`src/rtl/irqc_pkg.sv`:
```
package irqc_pkg;
  localparam int unsigned DW = 8;

  typedef enum logic [1:0] {
    IS_READY = 2'd0,
    IS_BASE  = 2'd1,
    IS_CASC  = 2'd2,
    IS_MODE  = 2'd3
  } init_state_t;

  // operation word action codes, bits [7:5]
  localparam logic [2:0] OP_ROT_AEOI_CLR = 3'b000;
  localparam logic [2:0] OP_EOI_NS       = 3'b001;
  localparam logic [2:0] OP_NOP          = 3'b010;
  localparam logic [2:0] OP_EOI_SP       = 3'b011;
  localparam logic [2:0] OP_ROT_AEOI_SET = 3'b100;
  localparam logic [2:0] OP_ROT_NS       = 3'b101;
  localparam logic [2:0] OP_SET_LOW      = 3'b110;
  localparam logic [2:0] OP_ROT_SP       = 3'b111;
endpackage

```
`src/rtl/irqc_init.sv`:
```
module irqc_init
  import irqc_pkg::*;
(
  input  logic          clk,
  input  logic          rst,
  input  logic          wr_en,
  input  logic          addr,
  input  logic [DW-1:0] wdata,
  output logic          init_start,
  output logic          mask_wr,
  output logic          opw_wr,
  output logic          rdc_wr,
  output logic [DW-1:0] base,
  output logic          level_mode,
  output logic          aeoi,
  output logic [DW-1:0] casc_word,
  output logic [DW-1:0] mode_word
);
  init_state_t state_q;
  logic        single_q, want_mode_q;
  logic        cmd_wr, dat_wr, ready;

  assign cmd_wr     = wr_en && !addr;
  assign dat_wr     = wr_en && addr;
  assign ready      = (state_q == IS_READY);
  assign init_start = cmd_wr && wdata[4];
  assign mask_wr    = dat_wr && ready;
  assign opw_wr     = cmd_wr && ready && (wdata[4:3] == 2'b00);
  assign rdc_wr     = cmd_wr && ready && (wdata[4:3] == 2'b01);
  assign aeoi       = mode_word[1];

  always_ff @(posedge clk) begin
    if (rst) begin
      state_q     <= IS_READY;
      base        <= '0;
      single_q    <= 1'b1;
      want_mode_q <= 1'b0;
      level_mode  <= 1'b0;
      casc_word   <= '0;
      mode_word   <= '0;
    end else if (init_start) begin
      state_q     <= IS_BASE;
      want_mode_q <= wdata[0];
      single_q    <= wdata[1];
      level_mode  <= wdata[3];
      mode_word   <= '0;
    end else if (dat_wr) begin
      unique case (state_q)
        IS_BASE: begin
          base <= wdata;
          if (!single_q)        state_q <= IS_CASC;
          else if (want_mode_q) state_q <= IS_MODE;
          else                  state_q <= IS_READY;
        end
        IS_CASC: begin
          casc_word <= wdata;
          state_q   <= want_mode_q ? IS_MODE : IS_READY;
        end
        IS_MODE: begin
          mode_word <= wdata;
          state_q   <= IS_READY;
        end
        default: state_q <= IS_READY;
      endcase
    end
  end
endmodule

```
`src/rtl/irqc_req_latch.sv`:
```
module irqc_req_latch #(
  parameter int N = 8
) (
  input  logic         clk,
  input  logic         rst,
  input  logic         clr_all,
  input  logic         level_mode,
  input  logic [N-1:0] lines,
  input  logic [N-1:0] ack_clr,
  output logic [N-1:0] irr
);
  logic [N-1:0] prev_q;

  for (genvar g = 0; g < N; g++) begin : g_line
    always_ff @(posedge clk) begin
      if (rst) begin
        irr[g]    <= 1'b0;
        prev_q[g] <= 1'b0;
      end else if (clr_all) begin
        irr[g]    <= 1'b0;
        prev_q[g] <= lines[g];
      end else begin
        prev_q[g] <= lines[g];
        if (level_mode) irr[g] <= lines[g];
        else            irr[g] <= (irr[g] & ~ack_clr[g]) | (lines[g] & ~prev_q[g]);
      end
    end
  end
endmodule

```
`src/rtl/irqc_prio.sv`:
```
module irqc_prio #(
  parameter int N  = 8,
  parameter int LW = 3
) (
  input  logic [N-1:0]  vec,
  input  logic [LW-1:0] lowest,
  output logic          hit,
  output logic [LW-1:0] lvl,
  output logic [LW-1:0] rank
);
  // scan from the lowest-priority end so the last match is the winner
  always_comb begin
    hit  = 1'b0;
    lvl  = '0;
    rank = '0;
    for (int i = N - 1; i >= 0; i--) begin
      if (vec[lowest + LW'(i + 1)]) begin
        hit  = 1'b1;
        lvl  = lowest + LW'(i + 1);
        rank = LW'(i);
      end
    end
  end
endmodule

```
`src/rtl/irqc_top.sv`:
```
module irqc_top
  import irqc_pkg::*;
#(
  parameter int N_IRQ = 8
) (
  input  logic             clk,
  input  logic             rst,
  input  logic             wr_en,
  input  logic             rd_en,
  input  logic             addr,
  input  logic [DW-1:0]    wdata,
  output logic [DW-1:0]    rdata,
  input  logic [N_IRQ-1:0] irq_in,
  output logic             int_out,
  input  logic             inta,
  output logic [DW-1:0]    vec_out,
  output logic             vec_valid,
  output logic [DW-1:0]    casc_word,
  output logic [DW-1:0]    mode_word
);
  localparam int LW = $clog2(N_IRQ);
  localparam logic [LW-1:0] LVL_LAST = LW'(N_IRQ - 1);

  logic             init_start, mask_wr, opw_wr, rdc_wr, level_mode, aeoi;
  logic [DW-1:0]    base;
  logic [N_IRQ-1:0] irr, imr_q, isr_q, pend, ack_clr, isr_clr, isr_set;
  logic [LW-1:0]    lowest_q, req_lvl, req_rank, isr_lvl, isr_rank, op_lvl;
  logic             req_hit, isr_hit, eligible;
  logic             rot_aeoi_q, smm_q, sel_isr_q, poll_q;
  logic             poll_rd, ack, ack_hit;
  logic [2:0]       op;

  function automatic logic [N_IRQ-1:0] bit_of(input logic [LW-1:0] l);
    return N_IRQ'(1) << l;
  endfunction

  irqc_init u_init (
    .clk(clk), .rst(rst), .wr_en(wr_en), .addr(addr), .wdata(wdata),
    .init_start(init_start), .mask_wr(mask_wr), .opw_wr(opw_wr), .rdc_wr(rdc_wr),
    .base(base), .level_mode(level_mode), .aeoi(aeoi),
    .casc_word(casc_word), .mode_word(mode_word)
  );

  irqc_req_latch #(.N(N_IRQ)) u_req (
    .clk(clk), .rst(rst), .clr_all(init_start), .level_mode(level_mode),
    .lines(irq_in), .ack_clr(ack_clr), .irr(irr)
  );

  assign pend = smm_q ? (irr & ~imr_q & ~isr_q) : (irr & ~imr_q);

  irqc_prio #(.N(N_IRQ), .LW(LW)) u_prio_req (
    .vec(pend), .lowest(lowest_q), .hit(req_hit), .lvl(req_lvl), .rank(req_rank)
  );

  irqc_prio #(.N(N_IRQ), .LW(LW)) u_prio_isr (
    .vec(isr_q), .lowest(lowest_q), .hit(isr_hit), .lvl(isr_lvl), .rank(isr_rank)
  );

  assign eligible = req_hit && (smm_q || !isr_hit || (req_rank < isr_rank));
  assign poll_rd  = rd_en && addr && poll_q;
  assign ack      = inta || poll_rd;
  assign ack_hit  = ack && eligible;
  assign ack_clr  = (ack_hit && !level_mode) ? bit_of(req_lvl) : '0;
  assign isr_set  = (ack_hit && !aeoi) ? bit_of(req_lvl) : '0;
  assign op       = wdata[7:5];
  assign op_lvl   = wdata[LW-1:0];

  always_comb begin
    isr_clr = '0;
    if (opw_wr) begin
      unique case (op)
        OP_EOI_NS, OP_ROT_NS: isr_clr = isr_hit ? bit_of(isr_lvl) : '0;
        OP_EOI_SP, OP_ROT_SP: isr_clr = bit_of(op_lvl);
        default:              isr_clr = '0;
      endcase
    end
  end

  // mask, in-service and priority state
  always_ff @(posedge clk) begin
    if (rst || init_start) begin
      imr_q      <= '0;
      isr_q      <= '0;
      lowest_q   <= LVL_LAST;
      rot_aeoi_q <= 1'b0;
    end else begin
      isr_q <= (isr_q & ~isr_clr) | isr_set;
      if (mask_wr) imr_q <= wdata[N_IRQ-1:0];
      if (opw_wr) begin
        unique case (op)
          OP_ROT_NS:       if (isr_hit) lowest_q <= isr_lvl;
          OP_ROT_SP,
          OP_SET_LOW:      lowest_q <= op_lvl;
          OP_ROT_AEOI_SET: rot_aeoi_q <= 1'b1;
          OP_ROT_AEOI_CLR: rot_aeoi_q <= 1'b0;
          default:         ;
        endcase
      end
      if (ack_hit && aeoi && rot_aeoi_q) lowest_q <= req_lvl;
    end
  end

  // read-control state
  always_ff @(posedge clk) begin
    if (rst || init_start) begin
      smm_q     <= 1'b0;
      sel_isr_q <= 1'b0;
      poll_q    <= 1'b0;
    end else if (rdc_wr) begin
      if (wdata[1]) sel_isr_q <= wdata[0];
      if (wdata[6]) smm_q     <= wdata[5];
      poll_q <= wdata[2];
    end else if (rd_en && addr) begin
      poll_q <= 1'b0;
    end
  end

  // registered outputs
  always_ff @(posedge clk) begin
    if (rst) begin
      rdata     <= '0;
      int_out   <= 1'b0;
      vec_out   <= '0;
      vec_valid <= 1'b0;
    end else begin
      int_out   <= eligible && !ack && !init_start;
      vec_valid <= inta;
      if (inta) vec_out <= base + DW'(eligible ? req_lvl : LVL_LAST);
      if (rd_en) begin
        if (!addr)       rdata <= DW'(imr_q);
        else if (poll_q) rdata <= {eligible, 4'b0000, eligible ? 3'(req_lvl) : 3'b000};
        else             rdata <= sel_isr_q ? DW'(isr_q) : DW'(irr);
      end
    end
  end
endmodule

```
`config.mk`:
```
export PLATFORM = sky130hd
export DESIGN_NAME = irqc_top
export DESIGN_NICKNAME = d
export VERILOG_FILES = /design/src/rtl/irqc_pkg.sv /design/src/rtl/irqc_init.sv /design/src/rtl/irqc_req_latch.sv /design/src/rtl/irqc_prio.sv /design/src/rtl/irqc_top.sv
export SDC_FILE = /design/constraint.sdc
export NUM_CORES = 1
export LEC_CHECK = 0
export BUFFER_PORTS_ARGS = -buffer_cell sky130_fd_sc_hd__buf_4
export CAP_MARGIN = 20
export CORE_ASPECT_RATIO = 0.8
export CORE_MARGIN = 4
export CORE_UTILIZATION = 60
export CTS_CLUSTER_DIAMETER = 30
export DETAILED_ROUTE_END_ITERATION = 10
export GPL_TIMING_DRIVEN = 0
export HOLD_SLACK_MARGIN = 0.12
export PLACE_DENSITY = 0.76
export RECOVER_POWER = 50
export SLEW_MARGIN = 10
export SYNTH_ARGS = -nofsm -noshare
export SYNTH_HDL_FRONTEND = slang
export SYNTH_HIERARCHICAL = 1
export SYNTH_SLANG_ARGS = --single-unit
```
`constraint.sdc`:
```
create_clock -name clk -period 11.2 [get_ports clk]
set_input_delay 0.56 -clock clk [delete_from_list [all_inputs] [get_ports clk]]
set_output_delay 0.56 -clock clk [all_outputs]
set_load 0.1 [all_outputs]
```
==> results of run 1 <==
-- registers in the layout, summed over array words and instances, names as in the netlist, 8 cells and up --
register,count
imr_q,8
isr_q,8
rdata,8
u_init/base,8
u_init/casc_word,8
u_init/mode_word,8
u_req/irr,8
u_req/prev_q,8
vec_out,8
-- routing by layer --
| metal | wire length [um] | part of all wire | vias to the layer above |
|---|---|---|---|
| met5 | 0 | 0 | - |
| met4 | 392 | 0.021 | 0 |
| met3 | 1580 | 0.083 | 46 |
| met2 | 8660 | 0.46 | 307 |
| met1 | 8390 | 0.44 | 3048 |
| li1 | - | - | 2852 |
-- kinds of logic (layout without fill, tap and decap cells) --
logic type | Yosys count | in the layout
adders and majority gates | 14 | 14
xor gates and xnor gates | 11 | 11
buffers and inverters | 90 | 159
and+or+nand+nor | 256 | 256
muxes | 108 | 108
AOI/OAI and AO/OA | 167 | 167
DFF | 86 | 86
-- critical path: cells and delay by family (launching register included) --
kind | cells | cell delay [ns]
AO/OA/AOI/OAI | 3 | 0.67
XOR/XNOR | 1 | 0.18
adder cells (fa/ha/maj) | 4 | 1.21
buffers and inverters | 5 | 1.13
flip-flops | 1 | 0.65
multiplexers | 2 | 1.02
AND/OR/NAND/NOR | 6 | 1.24
-- stage by stage --
step / power (mW) / hold WS, ns / area (um^2)
floorplan: 0.594 / 0.465 / 6400
global placement: 0.678 / 0.467 / 6980
detailed placement: 0.687 / 0.473 / 6980
CTS: 1.00 / 0.446 / 7290
global route: 1.04 / 0.451 / 7200
finish: 1.00 / 0.449 / 7200
-- power by group through the flow --
stage	logic, mW	clock network, mW	registers [mW]
floorplan	0.208	0	0.387
global placement	0.330	0	0.348
detailed placement	0.338	0	0.349
CTS	0.341	0.318	0.342
global route	0.368	0.331	0.344
finish	0.344	0.317	0.343
-- cells in the mapped netlist, types with 14 or more instances --
cell and number:
nor2_1 73, o21ai_0 30, clkbuf_1 29, a21oi_1 27
nor2b_1 30, nand3_1 18, nand2_1 55, mux2i_1 66
nor3_1 15, mux4_1 14, dfxtp_1 86, inv_1 40
a211oi_1 18, mux2_2 16
-- area by class of cell --
cell class | count | area, um^2
tap | 140 | 175
buffer | 50 | 270
fill | 853 | 3120
clock buffer | 10 | 239
timing repair buffer | 55 | 328
inverter | 40 | 150
sequential | 86 | 1720
clock inverter | 4 | 72.6
multi-input combinational | 556 | 4250
-- worst paths after layout --
path         depth (start not counted)  slack [ns]                         end
max                                 21        5.02     vec_out[4]$_SDFFE_PP0P_
min                                  2        0.45  u_req/prev_q[5]$_SDFF_PP0_
max reg2reg                         21        5.02     vec_out[4]$_SDFFE_PP0P_
min reg2reg                          2        0.48     vec_out[1]$_SDFFE_PP0P_
==> impl_results.rst, run 1 <==
.. list-table::
   :header-rows: 1

   * - Metric
     - Value
   * - Die Width
     - 123 um
   * - Number of placed I/O pins
     - 56
   * - LEAKAGE
     - 3.04 nW
   * - Most used flip-flop cell after synthesis
     - dfxtp_1
   * - Shortest clock period the worst path allows after layout
     - 6.18 ns
   * - Basic-gate share of the synthesized area counting and, or, nand and nor cells
     - 0.206
   * - Final net count
     - 834
   * - Top achievable clock speed
     - 0.162 GHz
   * - Setup repair after global routing missed its margin
     - false
   * - Ratio of routed vias to standard cells
     - 6.65
   * - Synthesized net count
     - 768
   * - Cell types with the largest area share after synthesis
     - dfxtp_1 (27%), mux2i_1 (10%), mux4_1 (5.7%), nor2_1 (4.3%), mux4_2 (3.5%)
   * - GRT Util Overall
     - 0.305
   * - Number of buffers inserted during clock tree synthesis
     - 9
   * - Clock H-tree levels
     - 3
   * - Master of the slowest instance on the critical path
     - dfxtp_1
   * - Max Clock Skew
     - 0.00810 ns
   * - Num Clock Sinks
     - 86
   * - Worst setup path start
     - lowest_q[1]$_SDFFE_PP1P_
   * - Mux share of post-synthesis cell area
     - 0.229
   * - Number of optimization iterations in the first detailed-route pass
     - 7
   * - Largest family of logic cells by synthesized area
     - multiplexers
   * - Placer Congestion
     - around 0.96
   * - Number of enable-type register cells in the synthesized netlist
     - 0
   * - Chip Height
     - 100 um
   * - Seq/Total Area, Yosys
     - 0.269
   * - Detail Route Antenna Nets
     - 0
   * - Worst Hold Launch
     - irq_in[5]
   * - Worst Setup Start Kind
     - flip-flop
   * - CTS Buffer Depth
     - 2
   * - PortBufs
     - 54
   * - Post-synthesis instance area
     - about 6400 um^2
   * - Remaining Overflow, GRT
     - 0
   * - Share of the core filled with cells in the final layout
     - 0.698
   * - Largest net degree at the start of global routing
     - 15
   * - Post-synthesis area per instance
     - 8.75 um^2
   * - Starting DRT DRC Count
     - 881
   * - Met2 usage in global routing
     - 0.472
   * - Sequential share of power
     - 0.342
   * - Total number of placement rows
     - 33
   * - First-pass GRT wire length
     - 29.8 mm
   * - Switching power
     - about 0.36 mW
   * - Count of different cell masters after synthesis
     - about 70
   * - Area of the die
     - 12400 um^2
   * - Layout overhead on the synthesized area
     - 12.5%
   * - Worst endpoint required time
     - between 10 and 15 ns
   * - Category of the most critical setup path
     - flip-flop to flip-flop
   * - Pre-CTS setup slack
     - 5.15 ns
   * - Least setup slack across all paths after layout
     - 5.02 ns
   * - Number of pins exceeding their max-slew limit in the final report
     - 0
   * - Antenna violations before repair
     - 0
   * - Met1 routing resource usage after global routing
     - 0.445
   * - Share of flip-flops with an asynchronous set or reset
     - 0
   * - Switching part of the total
     - 0.363
   * - Crit path capture type
     - flip-flop
   * - Final WL
     - 19.0 mm
   * - Clock tree from TritonCTS
     - done
   * - Critical path, cell by cell
     - clkbuf_1 > inv_1 > ha_1 > clkbuf_1 > mux4_2 > mux2_2 > nand2b_1 > nor3_1 > inv_1 > ha_1 > nor2_1 > o31a_1 > or2_2 > nand2b_1 > ha_1 > inv_1 > fa_1 > nor2b_1 > o21ai_0 > xor2_1 > a211oi_1
   * - Clk pwr share
     - 0.316
   * - Cts-stage hold buffer count
     - 0
   * - Routed length per placed instance
     - a little over 20 um
   * - Cell count after placement
     - 926
   * - Arrival time at the worst endpoint
     - 6.43 ns
   * - Fin cells
     - about 940
   * - Layout cell share with drive strength beyond 1
     - 0.137
   * - Post-synthesis compound-gate area fraction
     - 0.187
   * - Max-slew headroom at the worst pin
     - 0.183
   * - Met3 GRT Util
     - 0.0524
   * - Worst reg2reg path startpoint
     - lowest_q[1]$_SDFFE_PP1P_
   * - Adder-cell share of the synthesized area
     - 0.0285
   * - Via count of the first global-routing pass
     - 5755
   * - Max incr delay on CP
     - about 0.65 ns
   * - Run status
     - finished clean
   * - Slew at the pin closest to its max-slew limit
     - 1.23 ns
   * - Resize count post-CTS
     - 0
   * - Residual DRC
     - 0
   * - Parity-gate share of the synthesized area counting xor and xnor cells
     - 0.0150
   * - Most common cell after layout, fill and taps aside
     - dfxtp_1
   * - Post-synthesis cell count
     - 732
   * - Combinational share of power
     - 0.343
   * - Number of warning messages in the yosys log
     - 6
   * - Largest driver fanout on the critical path
     - 13
   * - Power per standard cell area
     - 139 nW/um^2
   * - Most utilized layer in the global route result
     - met2
   * - Cell accounting for the most synthesized area
     - dfxtp_1
   * - Vias after detailed routing
     - 6253
   * - Starting Density
     - 0.620
   * - Final hold viol count
     - 0
   * - Max-cap check violation count
     - 0
   * - Peak ir drop on the vdd network
     - 0.0000963 V
   * - Antenna Cells
     - 0
   * - Kind of path behind the tightest hold check
     - input pin to flip-flop
   * - Most frequent cells in the layout
     - dfxtp_1 (86), nor2_1 (73), mux2i_1 (66)
   * - Clock latency reported for the late side of the worst-skew pair
     - 0.34 ns
   * - Post-synth top area share
     - 0.269
   * - Sum Neg Setup Slack
     - 0 ns
   * - Cell-internal power
     - approximately 0.64 mW
   * - Core footprint
     - 10300 um^2
   * - Clock-pin slew on the worst setup and hold paths
     - 0.06 ns
   * - Clock root buffer master
     - clkbuf_16
   * - Half-perimeter wire length after placement
     - around 14 mm
   * - Flip-flop and latch count after synthesis
     - 86
   * - Total of endpoints with negative setup slack in the final report
     - 0
   * - Postcts setup bufs
     - 0
   * - Tcrit/Tclk final
     - 0.552
(Power assumes the default switching activity.)
==> inputs of run 2 (changes only) <==
==> constraint.sdc (replaced) <==
create_clock -name clk -period 5.9 [get_ports clk]
set_input_delay 0.295 -clock clk [delete_from_list [all_inputs] [get_ports clk]]
set_output_delay 0.295 -clock clk [all_outputs]
set_load 0.1 [all_outputs]
==> impl_results.rst, run 2 (synthesis gave the netlist of run 1 again) <==
.. list-table::
   :header-rows: 1

   * - Metric
     - Value
   * - Pwr Total
     - 1.90 mW (+90%)
   * - Power per standard cell area
     - 265 nW/um^2 (+90%)
   * - Slew at the pin closest to its max-slew limit
     - 1.23 ns (-0.00523 ns)
   * - Most frequent cells in the layout
     - dfxtp_1 (84), nor2_1 (73), mux2i_1 (66)
   * - Remaining Overflow, GRT
     - 0 (unchanged)
   * - Number of buffers inserted during clock tree synthesis
     - 9 (unchanged)
   * - Layout overhead on the synthesized area
     - 12.0%
   * - Tcrit/Tclk final
     - 0.963 (+0.411)
   * - Antenna Cells
     - 0 (unchanged)
   * - Worst Setup Start Kind
     - flip-flop
   * - Clock root buffer master
     - clkbuf_16
   * - Area of the die
     - 12400 um^2 (unchanged)
   * - Largest net degree at the start of global routing
     - 15 (unchanged)
   * - Crit path capture type
     - flip-flop
   * - Cell count after placement
     - 926 (unchanged)
   * - Number of placed I/O pins
     - 56 (unchanged)
   * - Post-route cell area
     - 7170 um^2 (-0.42%)
   * - LEAKAGE
     - 3.00 nW (-1.5%)
   * - Largest driver fanout on the critical path
     - 10 (-3)
   * - Number of optimization iterations in the first detailed-route pass
     - 8 (+1)
   * - Placer Congestion
     - 0.961 (unchanged)
   * - Fin cells
     - 940 (-0.11%)
   * - Total number of placement rows
     - 33 (unchanged)
   * - Layout cell share with drive strength beyond 1
     - 0.130 (-0.00733)
   * - Arrival time at the worst endpoint
     - 5.93 ns (-0.50 ns)
   * - Shortest clock period the worst path allows after layout
     - 5.68 ns (-0.500 ns)
   * - Most frequent cell on the critical path
     - ha_1
   * - Routed length per placed instance
     - 20.2 um (about the same)
   * - Run status
     - finished clean
   * - Kind of path behind the tightest hold check
     - input pin to flip-flop
   * - Top achievable clock speed
     - 0.176 GHz (+8.8%)
   * - Standard cell area after detailed placement
     - 6980 um^2 (unchanged)
   * - Worst endpoint required time
     - 6.15 ns (-5.30 ns)
   * - Number of pins exceeding their max-slew limit in the final report
     - 0 (unchanged)
   * - Sum Neg Setup Slack
     - 0 ns (unchanged)
   * - Die Width
     - 123 um (unchanged)
   * - Clock H-tree levels
     - 3 (unchanged)
   * - Via count of the first global-routing pass
     - 5756 (+0.017%)
   * - Master of the slowest instance on the critical path
     - mux4_2
   * - Critical path, cell by cell
     - buf_6 > buf_12 > buf_2 > inv_1 > ha_1 > clkbuf_2 > mux4_2 > mux2_2 > nand2b_1 > nor3_1 > ha_1 > nor2_1 > o31a_1 > or2_2 > nand2b_1 > ha_1 > inv_1 > fa_1 > nor2b_1 > o21ai_0 > xor2_1 > a211oi_1
   * - Share of the core filled with cells in the final layout
     - 0.695 (-0.00291)
   * - Num Clock Sinks
     - 86 (unchanged)
   * - Starting DRT DRC Count
     - 803 (-8.9%)
   * - Number of filler cells placed in the layout
     - 861 (+0.94%)
   * - Max-slew headroom at the worst pin
     - 0.186 (+0.00347)
   * - Max incr delay on CP
     - 0.62 ns (-0.03 ns)
   * - Cts-stage hold buffer count
     - 0 (unchanged)
   * - GRT Util Overall
     - 0.305 (unchanged)
   * - Max Clock Skew
     - 0.00594 ns (-0.00217 ns)
   * - Vias after detailed routing
     - 6197 (-0.90%)
   * - Most common cell after layout, fill and taps aside
     - dfxtp_1
   * - Clock-pin slew on the worst setup and hold paths
     - 0.06 ns (about the same)
   * - Total of endpoints with negative setup slack in the final report
     - 0 (unchanged)
   * - First-pass GRT wire length
     - 29.8 mm (unchanged)
   * - Core footprint
     - 10300 um^2 (unchanged)
   * - Category of the most critical setup path
     - flip-flop to flip-flop
   * - Chip Height
     - 100 um (unchanged)
   * - Postcts setup bufs
     - 0 (unchanged)
   * - PortBufs
     - 54 (unchanged)
   * - Ratio of routed vias to standard cells
     - 6.59 (-0.79%)
   * - Starting Density
     - 0.620 (unchanged)
   * - Final hold viol count
     - 0 (unchanged)
   * - Half-perimeter wire length after placement
     - 14.0 mm (unchanged)
   * - Clock latency reported for the late side of the worst-skew pair
     - 0.33 ns (about the same)
   * - CTS Buffer Depth
     - 2 (unchanged)
   * - Final WL
     - 19.0 mm (about the same)
   * - Max-cap check violation count
     - 0 (unchanged)
   * - Detail Route Antenna Nets
     - 0 (unchanged)
   * - Clock tree from TritonCTS
     - done
   * - Residual DRC
     - 0 (unchanged)
   * - Peak ir drop on the vdd network
     - 0.000182 V (+88%)
   * - Final net count
     - 833 (-0.12%)
   * - Antenna violations before repair
     - 0 (unchanged)
   * - Setup repair after global routing missed its margin
     - false
run 2: cell types whose count changed in the layout (fill, tap and decap cells not counted):
cell | previous run | this run
buf_4 | 34 | 22
clkbuf_1 | 51 | 59
clkbuf_2 | 1 | 4
dfxtp_1 | 86 | 84
dfxtp_2 | 0 | 2
ha_1 | 13 | 12
ha_4 | 0 | 1
run 2: repair_timing:
| item | CTS | global route |
|---|---|---|
| resized for setup | 2 | 6 |
| endpoints found under the setup margin | 3 | 5 |
| pin swaps | 0 | 0 |
run 2: cell type report:
| class | count | area [um^2] | share of cell area |
|---|---|---|---|
| Buffer | 49 | 270 | 0.0377 |
| Inverter | 40 | 150 | 0.0209 |
| Sequential cell | 86 | 1720 | 0.240 |
| Timing Repair Buffer | 55 | 283 | 0.0394 |
| Clock inverter | 4 | 72.6 | 0.0101 |
| Multi-Input combinational cell | 556 | 4260 | 0.594 |
| Clock buffer | 10 | 239 | 0.0333 |
| Tap cell | 140 | 175 | 0.0244 |
run 2: through the flow:
stage / setup slack, ns / hold WS [ns]
5_1_grt: 0.00744 / 0.186
4_1_cts: 0.0423 / 0.181
2_1_floorplan: 0.749 / 0.367
6_report: 0.219 / 0.186
3_3_place_gp: 0.0384 / 0.467
3_5_place_dp: -0.149 / 0.473
run 2: layer usage:
metal  GRT usage  part of all wire
met5           0                 0
met4      0.0740             0.017
met1       0.444              0.44
met3      0.0535             0.092
met2       0.472              0.45
run 2: worst paths after layout:
| kind | end | slack [ns] | cells after the start | startpoint |
|---|---|---|---|---|
| worst max-delay path | vec_out[4]$_SDFFE_PP0P_ | 0.22 | 22 | lowest_q[0]$_SDFFE_PP1P_ |
| worst min-delay path | u_req/prev_q[5]$_SDFF_PP0_ | 0.19 | 2 | irq_in[5] |
| worst max register to register | vec_out[4]$_SDFFE_PP0P_ | 0.22 | 22 | lowest_q[0]$_SDFFE_PP1P_ |
| worst min register to register | vec_out[1]$_SDFFE_PP0P_ | 0.48 | 2 | vec_out[1]$_SDFFE_PP0P_ |
run 2: critical path: cells and delay by family (launching register included):
family | cells | cell delay [ns]
flops | 1 | 0.41
xor+xnor | 1 | 0.18
mux | 2 | 0.99
simple gates | 6 | 1.22
compound gates | 3 | 0.68
fa+ha+maj | 4 | 1.14
buf+inv | 6 | 0.97
run 2: where the power goes:
part / internal (mW) / switching (mW)
clock network: 0.377 / 0.223
logic: 0.222 / 0.430
registers: 0.612 / 0.0392
